==> src/rtl/serial_adc_reader_pkg.sv <==
// Shared constants and types for the serial ADC reader.
// Assumes a 16-clock frame whose data field follows four leading zeros.
package serial_adc_reader_pkg;

    localparam int FRAME_FALLS = 16;
    localparam int LEAD_ZEROS  = 4;
    localparam int HALF_W      = 6;

    typedef enum logic [1:0] {
        ST_IDLE,
        ST_RUN,
        ST_QUIET
    } seq_st_t;

    typedef enum logic [1:0] {
        FK_REAL,
        FK_DUMMY,
        FK_SHDN
    } frame_kind_t;

endpackage

==> src/rtl/adc_clk_div.sv <==
// Half-period timer: while enabled, pulses tick_o once every DIV_HALF cycles.
// Assumes DIV_HALF >= 1. The count restarts from zero whenever enable drops.
module adc_clk_div #(
    parameter int DIV_HALF = 4
) (
    input  logic clk,
    input  logic rst_n,
    input  logic en_i,
    output logic tick_o
);

    localparam int CW = $clog2(DIV_HALF) + 1;
    localparam logic [CW-1:0] LAST = CW'(DIV_HALF - 1);

    logic [CW-1:0] cnt;

    // Tick on the last count of each half period.
    always_comb tick_o = en_i && (cnt == LAST);

    // Count system cycles within a half period.
    always_ff @(posedge clk) begin
        if (!rst_n || !en_i || tick_o) cnt <= '0;
        else                           cnt <= cnt + 1'b1;
    end

endmodule

==> src/rtl/adc_frame_shift.sv <==
// Shift register for the data field, with a result register loaded at frame end.
// Assumes the sequencer asserts shift_i only on the data-field falling edges.
module adc_frame_shift #(
    parameter int RES_BITS = 12
) (
    input  logic                clk,
    input  logic                rst_n,
    input  logic                shift_i,
    input  logic                bit_i,
    input  logic                load_i,
    output logic [RES_BITS-1:0] result_o
);

    logic [RES_BITS-1:0] sr;

    // Shift the sampled bit in MSB first.
    always_ff @(posedge clk) begin
        if (!rst_n)       sr <= '0;
        else if (shift_i) sr <= {sr[RES_BITS-2:0], bit_i};
    end

    // Hold the result until the next valid frame.
    always_ff @(posedge clk) begin
        if (!rst_n)      result_o <= '0;
        else if (load_i) result_o <= sr;
    end

endmodule

==> src/rtl/adc_seq_fsm.sv <==
// Frame sequencer: drives chip select and the serial clock, and picks warm-up,
// real or shutdown frames. Enforces the quiet time and raises the strobe.
// Assumes QUIET_CYC >= 1, 2 <= SHDN_FALLS <= 10, and 2 <= RES_BITS <= 12.
module adc_seq_fsm
    import serial_adc_reader_pkg::*;
#(
    parameter int RES_BITS   = 12,
    parameter int SHDN_FALLS = 4,
    parameter int QUIET_CYC  = 16
) (
    input  logic clk,
    input  logic rst_n,
    input  logic start_i,
    input  logic shdn_i,
    input  logic tick_i,
    output logic div_en_o,
    output logic shift_en_o,
    output logic load_o,
    output logic cs_n_o,
    output logic sclk_o,
    output logic dv_o,
    output logic busy_o
);

    localparam int QW = $clog2(QUIET_CYC) + 1;
    localparam logic [QW-1:0]     Q_LAST     = QW'(QUIET_CYC - 1);
    localparam logic [HALF_W-1:0] FULL_END   = HALF_W'(2 * FRAME_FALLS + 1);
    localparam logic [HALF_W-1:0] SHDN_END   = HALF_W'(2 * SHDN_FALLS + 1);
    localparam logic [HALF_W-2:0] FIRST_DATA = (HALF_W-1)'(LEAD_ZEROS + 1);
    localparam logic [HALF_W-2:0] LAST_DATA  = (HALF_W-1)'(LEAD_ZEROS + RES_BITS);

    seq_st_t           state;
    frame_kind_t       kind;
    logic [HALF_W-1:0] half_cnt;
    logic [HALF_W-1:0] half_next;
    logic [HALF_W-1:0] end_half;
    logic [HALF_W-2:0] fall_no;
    logic [QW-1:0]     q_cnt;
    logic              asleep;
    logic              fresh;
    logic              chain;
    logic              run;
    logic              fin;

    // Decode the next half period, the frame end and the sample strobes.
    always_comb begin
        run        = (state == ST_RUN);
        half_next  = half_cnt + 1'b1;
        fall_no    = half_next[HALF_W-1:1];
        end_half   = (kind == FK_SHDN) ? SHDN_END : FULL_END;
        fin        = run && tick_i && (half_next == end_half);
        shift_en_o = run && tick_i && !half_next[0]
                     && (fall_no >= FIRST_DATA) && (fall_no <= LAST_DATA);
        load_o     = fin && (kind == FK_REAL);
        div_en_o   = run;
        busy_o     = (state != ST_IDLE);
    end

    // Main sequencer: accept requests, run frames, time the quiet gap.
    always_ff @(posedge clk) begin
        if (!rst_n) begin
            state    <= ST_IDLE;
            kind     <= FK_REAL;
            half_cnt <= '0;
            q_cnt    <= '0;
            asleep   <= 1'b0;
            fresh    <= 1'b1;
            chain    <= 1'b0;
            cs_n_o   <= 1'b1;
            sclk_o   <= 1'b0;
            dv_o     <= 1'b0;
        end else begin
            dv_o <= load_o;
            unique case (state)
                ST_IDLE: begin
                    half_cnt <= '0;
                    if (shdn_i && !asleep) begin
                        kind   <= FK_SHDN;
                        state  <= ST_RUN;
                        cs_n_o <= 1'b0;
                    end else if (start_i) begin
                        kind   <= (asleep || fresh) ? FK_DUMMY : FK_REAL;
                        chain  <= asleep || fresh;
                        state  <= ST_RUN;
                        cs_n_o <= 1'b0;
                    end
                end
                ST_RUN: begin
                    if (tick_i) begin
                        half_cnt <= half_next;
                        sclk_o   <= half_next[0] && !fin;
                    end
                    if (fin) begin
                        cs_n_o <= 1'b1;
                        q_cnt  <= '0;
                        state  <= ST_QUIET;
                        if (kind == FK_DUMMY) begin
                            fresh  <= 1'b0;
                            asleep <= 1'b0;
                        end else if (kind == FK_SHDN) begin
                            fresh  <= 1'b1;
                            asleep <= 1'b1;
                        end
                    end
                end
                ST_QUIET: begin
                    q_cnt <= q_cnt + 1'b1;
                    if (q_cnt == Q_LAST) begin
                        if (chain) begin
                            chain    <= 1'b0;
                            kind     <= FK_REAL;
                            half_cnt <= '0;
                            cs_n_o   <= 1'b0;
                            state    <= ST_RUN;
                        end else begin
                            state <= ST_IDLE;
                        end
                    end
                end
                default: state <= ST_IDLE;
            endcase
        end
    end

endmodule

==> src/rtl/serial_adc_reader.sv <==
// Top level: ties the half-period timer, the frame sequencer and the data
// shift register together. Assumes sdata_i is stable around serial clock edges.
module serial_adc_reader #(
    parameter int RES_BITS   = 12,
    parameter int DIV_HALF   = 4,
    parameter int QUIET_CYC  = 16,
    parameter int SHDN_FALLS = 4
) (
    input  logic                clk,
    input  logic                rst_n,
    input  logic                start_i,
    input  logic                shdn_req_i,
    input  logic                sdata_i,
    output logic                cs_n_o,
    output logic                sclk_o,
    output logic                dv_o,
    output logic [RES_BITS-1:0] result_o,
    output logic                busy_o
);

    logic div_en;
    logic tick;
    logic shift_en;
    logic load;

    adc_clk_div #(.DIV_HALF(DIV_HALF)) div_i (
        .clk    (clk),
        .rst_n  (rst_n),
        .en_i   (div_en),
        .tick_o (tick)
    );

    adc_seq_fsm #(
        .RES_BITS   (RES_BITS),
        .SHDN_FALLS (SHDN_FALLS),
        .QUIET_CYC  (QUIET_CYC)
    ) seq_i (
        .clk        (clk),
        .rst_n      (rst_n),
        .start_i    (start_i),
        .shdn_i     (shdn_req_i),
        .tick_i     (tick),
        .div_en_o   (div_en),
        .shift_en_o (shift_en),
        .load_o     (load),
        .cs_n_o     (cs_n_o),
        .sclk_o     (sclk_o),
        .dv_o       (dv_o),
        .busy_o     (busy_o)
    );

    adc_frame_shift #(.RES_BITS(RES_BITS)) shift_i (
        .clk      (clk),
        .rst_n    (rst_n),
        .shift_i  (shift_en),
        .bit_i    (sdata_i),
        .load_i   (load),
        .result_o (result_o)
    );

endmodule

==> config.mk <==
export PLATFORM = sky130hd
export DESIGN_NAME = serial_adc_reader
export DESIGN_NICKNAME = d
export VERILOG_FILES = /design/src/rtl/serial_adc_reader_pkg.sv /design/src/rtl/adc_clk_div.sv /design/src/rtl/adc_frame_shift.sv /design/src/rtl/adc_seq_fsm.sv /design/src/rtl/serial_adc_reader.sv
export SDC_FILE = /design/constraint.sdc
export NUM_CORES = 1
export LEC_CHECK = 0
export BUFFER_PORTS_ARGS = -buffer_cell sky130_fd_sc_hd__buf_2
export CELL_PAD_IN_SITES_DETAIL_PLACEMENT = 0
export CELL_PAD_IN_SITES_GLOBAL_PLACEMENT = 1
export CORE_ASPECT_RATIO = 1.25
export CORE_MARGIN = 2
export CORE_UTILIZATION = 40
export CTS_CLUSTER_DIAMETER = 100
export DETAILED_ROUTE_END_ITERATION = 7
export PLACE_DENSITY = 0.75
export SETUP_SLACK_MARGIN = 0.2
export SLEW_MARGIN = 25
export SYNTH_ARGS = -nofsm -noshare
export SYNTH_HDL_FRONTEND = slang
export SYNTH_SLANG_ARGS = --single-unit
==> constraint.sdc <==
create_clock -name clk -period 1.9 [get_ports clk]
set_input_delay 0.095 -clock clk [delete_from_list [all_inputs] [get_ports clk]]
set_output_delay 0.095 -clock clk [all_outputs]
set_load 0.05 [all_outputs]
== Yosys cells after proc, flatten, opt, wreduce, memory -nomap -nowiden ==
Cells that the tools add are included.

* Add/sub/neg operators: 3
* $lt $le $gt $ge: 2
* Equality and inequality tests: 14
* Mux-type cells: 31
* Reductions and logical operators: 32

{| class="wikitable"
|+ Operator list
! operator !! count
|-
| two-way mux 6 bit || 4
|-
| case mux 6 bit (3 select lines) || 1
|-
| two-way mux 2 bit || 8
|-
| two-way mux 1 bit || 12
|-
| AND reduction 4 bit || 3
|-
| case mux 5 bit (2 select lines) || 1
|-
| logical AND 1 bit || 9
|-
| nonzero test 2 bit || 4
|-
| adder 6 x 1 -> 6 bit, second input constant || 1
|-
| == test 6 bit || 1
|-
| inequality test 2 x 1 -> 1 bit, second input constant || 3
|-
| inequality test 2 bit, second input constant || 3
|-
| case mux 2 bit (3 select lines) || 1
|-
| AND reduction 3 bit || 2
|-
| adder 5 x 1 -> 5 bit, second input constant || 1
|-
| == test 5 x 4 -> 1 bit, second input constant || 1
|-
| >= comparator 5 x 3 -> 1 bit, second input constant || 1
|-
| <= comparator 5 bit, second input constant || 1
|-
| logical NOT 1 bit || 5
|-
| two-way mux 5 bit || 1
|-
| AND reduction 5 bit || 1
|-
| == test 2 x 1 -> 1 bit, second input constant || 2
|-
| == test 2 bit, second input constant || 2
|-
| logical NOT 2 bit || 2
|-
| other kinds (9) || 12
|}

* Register bits after elaboration: 48
* Output and inout port bits: 16
* Word-level logic and storage cells: 95

== Depth between registers and ports, before layout ==
* Depth after elaboration: 6
* Mapped depth: 8
* Mapped depth without buffers: 8

== Modules after synthesis ==
A second synthesis with hierarchy kept.

* Cells, all modules: 226
* Area total of the unflattened synthesis: 2195.9 um2

{| class="wikitable"
|+ Modules (own cells, without submodules)
! module !! times used !! cells an instance !! area each (um2) !! seq. area each (um2)
|-
| adc_seq_fsm || 1 || 140 || 1162.4 || 420.4
|-
| adc_frame_shift || 1 || 76 || 900.9 || 480.5
|-
| adc_clk_div || 1 || 10 || 132.6 || 60.1
|}

== Worst setup path after synthesis ==
No wires, ideal clock.

* Path type: register -> register
* From: reg seq_i.half_cnt[0]
* To: reg shift_i.sr[10]
* Data arrival time: 1906 ps
* Data required time: 1828 ps
* Slack: -77 ps
* Cell stages (with the launch flop): 9
* Buffers on the path: 1
* Cell sequence: dfxtp_1 inv_1 ha_1 o21ai_0 a21oi_1 a21boi_0 o31ai_4 buf_8 mux2i_1

* Longest elaborated chain between the ends: 5
* Elaborated cells on any way between the ends: 7
* Classes of those cells: add/sub: 1; order compare: 2; reduce/logical: 4

{| class="wikitable"
|+ Ends and longest elaborated chain
! element !! line !! text
|-
| start: declaration || adc_seq_fsm.sv:34 || <nowiki>logic [HALF_W-1:0] half_cnt;</nowiki>
|-
| start signal: assignment || adc_seq_fsm.sv:90 || <nowiki>half_cnt <= half_next;</nowiki>
|-
| adder 6 x 1 -> 6 bit (*) || adc_seq_fsm.sv:48 || <nowiki>half_next = half_cnt + 1'b1;</nowiki>
|-
| branches (longest 3 deep; another with >= comparator 5 x 3 -> 1 bit) || - ||
|-
| logical AND 1 bit (*) || adc_seq_fsm.sv:53 || <nowiki>&& (fall_no >= FIRST_DATA) && (fall_no <= LAST_DATA);</nowiki>
|-
| end signal: assignment || adc_frame_shift.sv:19 || <nowiki>else if (shift_i) sr <= {sr[RES_BITS-2:0], bit_i};</nowiki>
|-
| end: declaration || adc_frame_shift.sv:14 || <nowiki>logic [RES_BITS-1:0] sr;</nowiki>
|}

Every way passes the cells marked *.
A chain may end at the register's enable or synchronous reset.

== Final worst setup path ==
* From: reg seq_i.half_cnt[4]
* To: reg shift_i.sr[2]

* Longest elaborated chain between the ends: 4
* Elaborated cells on any way between the ends: 5
* Classes of those cells: add/sub: 1; order compare: 2; reduce/logical: 2

{| class="wikitable"
|+ Ends and longest elaborated chain
! element !! line
|-
| adder 6 x 1 -> 6 bit (*) || adc_seq_fsm.sv:48
|-
| >= comparator 5 x 3 -> 1 bit || adc_seq_fsm.sv:53
|-
| logical AND 1 bit || adc_seq_fsm.sv:53
|-
| logical AND 1 bit (*) || adc_seq_fsm.sv:53
|}

Every way passes the cells marked *; elsewhere a longest branch is shown, timed or not.

==> run metrics <==
status=complete, no violations; final hold vios=0; DRC violations left=0; Yosys cell types=between 40 and 50; Via density=~5.3; TritonRoute pass-1 iters=4; DR vias=approximately 1,800; I/O Buffers=20; commonest cells in the netlist=dfxtp_1 (48), nand2_1 (31), mux2i_1 (25); RSZ-0062 raised after global routing=yes; CP Launch Type=flop; Die W=70.2 µm; total of max-cap violations=0; core area=0.00537 mm²; Leak=1.24 nW; Final period util=0.954; Final GP Congestion=0.735; Worst-Margin Slew=0.654 ns; WP data required=2.14 ns; Max FO, Critical Path=6; initial DRC count=85; CTS Buf Count=5; Post-Syn Area=0.00219 mm²; DP Cell Count=315; H-tree levels=2; Clk Tree Root Cell=clkbuf_8; Clk network pwr share=0.392; Area contributors post-synth=dfxtp_1 (44%), mux2i_1 (11%), nand2_1 (5.3%); global route overflow=0; Total Routed Length=just under 5 mm; top cell type by total area after synthesis=dfxtp_1; io pins=21; wl on met1=2.20 mm; most common cell in the synthesized netlist=dfxtp_1; diode count=0; combinational share of power=0.091; CTS max path bufs=2; fin cells=348; clock sinks=48; Routed met3 length=113 µm; post-layout util=0.564; Avg Inst Size Synth=9.35 µm²; fraction of registers with async set/reset=0; Flop pwr share=0.517; Slew Viols, Final=0; first-pass GRT wire length=8.14 mm; clock latency on the worst-skew pair=0.31 ns; WL per Instance=14.1 µm; max incr delay on CP=0.42 ns; final setup margin=approximately 0.087 ns; post-synth top area share=0.439; power per cell area=660 mW/mm²; Initial Util=0.408; Setup CP Type=reg2reg; Crit path depth=7; clock slew seen by the registers of the worst setup and hold paths=about 0.10 ns; hold path depth=3; CP Data Arrival Time=2.05 ns; detailed placer's ending HPWL=2.99 mm; Tmin final=1.81 ns; Setup WS pre-CTS=0.0545 ns; Post-synth EDFFs=0; syn nets=248; HP Class=in2reg; Synth Flop Type=dfxtp_1; Worst Reg-to-Reg Cells=7; highest routed layer=met4; Mapped Cells=234; VDD IR-drop max=0.566 mV; Net Sw Frac=0.253; Routed Antenna Nets=0; Worst Skew=roughly 0.0071 ns; CP max stage cell=dfxtp_2; largest net degree at the start of global routing=37; area growth from synthesis to layout=38.4%; Warnings, synthesis=0; Slew headroom=0.563; vias in the first global route=approximately 1,800; net switching power=0.506 mW; antenna violations before repair=0; fillcell total=approximately 460; Die Footprint=between 0.006 and 0.007 mm²; CP top delay family=compound AO/OA/AOI/OAI gates; register bit count reported by yosys=48; DR WL met2=2.45 mm; Seq/Total Area, Yosys=0.439; Die Y=86.7 µm; crit path cell chain=nand2_1, o21a_1, or2_4, o31ai_4, buf_6, buf_12, mux2i_1; Int Pwr=1.49 mW; CP bufs+invs=2; Final setup viols=0; CTS tree=yes; GRT Total Usage=0.167; achievable frequency=~550 MHz; FP Rows=30; Final nets=between 200 and 300; fraction of layout instances using a drive strength above 1=0.401; Crit. End Element=flop
path summary, 6_finish.rpt:
| path | from | endpoint | slack [ns] |
|---|---|---|---|
| setup / recovery | seq_i.half_cnt[4]$_SDFFE_PN0P_ | shift_i.sr[2]$_SDFFE_PN0P_ | 0.09 |
| hold / removal | sdata_i | shift_i.sr[0]$_SDFFE_PN0P_ | 0.02 |
| setup reg to reg | seq_i.half_cnt[4]$_SDFFE_PN0P_ | shift_i.sr[2]$_SDFFE_PN0P_ | 0.09 |
| hold reg to reg | div_i.cnt[0]$_SDFF_PP0_ | div_i.cnt[0]$_SDFF_PP0_ | 0.43 |
cells in the final DEF (no fill, tap or decap), types with 4 or more instances in the layout:
cell type  netlist  routed
inv_1           12      10
dfxtp_2          0       5
nand3_1          9       8
dfxtp_1         48      39
buf_6            2       6
a21oi_2          0       5
nor2_1          14      13
buf_4            0      24
buf_2            3      20
mux2i_1         25      25
nand2b_1         4       4
and3_4           0       4
nand2_1         31      30
ha_4             0       6
dfxtp_4          0       4
a21oi_1         11       5
clkbuf_8         0       5
final cells by class:
type | count | area, µm² | area share
tap | 64 | 80.1 | 0.0264
inverter | 12 | 50.0 | 0.0165
sequential | 48 | 982 | 0.324
multi-input combinational | 163 | 1380 | 0.456
clock buffer | 5 | 68.8 | 0.0227
timing repair buffer | 53 | 415 | 0.137
clock inverter | 3 | 50.0 | 0.0165
flip-flops by register name (all words and copies together) (netlist names):
name / cells
seq_i.kind: 2
seq_i.chain: 1
seq_i.half_cnt: 6
seq_i.asleep: 1
div_i.cnt: 3
shift_i.sr: 12
seq_i.dv_o: 1
seq_i.state: 2
seq_i.fresh: 1
shift_i.result_o: 12
seq_i.sclk_o: 1
seq_i.cs_n_o: 1
seq_i.q_cnt: 5
worst reg2reg max path, cell delays in order (launching register included):
cell and delay [ns]:
dfxtp_2 0.42, nand2_1 0.11, o21a_1 0.22, or2_4 0.26
o31ai_4 0.30, buf_6 0.15, buf_12 0.11, mux2i_1 0.18
kinds of logic after synthesis:
family / Yosys count / share of synthesized area
AND/OR/NAND/NOR: 83 / 0.194
flip-flops: 48 / 0.439
multiplexers: 26 / 0.119
AO/OA/AOI/OAI: 40 / 0.125
adder cells (fa/ha/maj): 9 / 0.0515
XOR/XNOR: 4 / 0.0160
buffers and inverters: 24 / 0.0549
through the flow:
| step | hold slack, ns | power [mW] | TNS (ns) | instance area, µm² |
|---|---|---|---|---|
| after detailed placement | 0.357 | 1.20 | 0 | 2530 |
| after global placement | 0.356 | 1.20 | 0 | 2530 |
| final | 0.0232 | 2.00 | 0 | 3030 |
| after global routing | 0.0381 | 2.09 | -0.00387 | 3030 |
| after floorplan | 0.238 | 1.16 | 0 | 2350 |
| after CTS | 0.0140 | 2.00 | 0 | 2910 |
routing by layer:
layer | up-vias | track usage
met3 | 12 | 0.0360
met5 | - | 0
met4 | 0 | 0.0787
li1 | 912 | -
met1 | 894 | 0.207
met2 | 25 | 0.279
power by group through the flow:
| stage | clock [mW] | combinational (mW) | sequential, mW |
|---|---|---|---|
| 6_report | 0.783 | 0.182 | 1.03 |
| 5_1_grt | 0.853 | 0.197 | 1.04 |
| 4_1_cts | 0.803 | 0.164 | 1.03 |
| 3_5_place_dp | 0 | 0.147 | 1.06 |
| 3_3_place_gp | 0 | 0.145 | 1.06 |
| 2_1_floorplan | 0 | 0.0982 | 1.06 |
what timing repair did:
item | 4_1_cts | 5_1_grt
gates resized for setup | 21 | 20
pin swaps | 16 | 12
endpoints found under the setup margin | 39 | 44
buffers inserted | 19 | 4
hold buffers | 0 | 0
gates cloned | 2 | 0
Note: power is estimated with default switching activity, not from simulation.
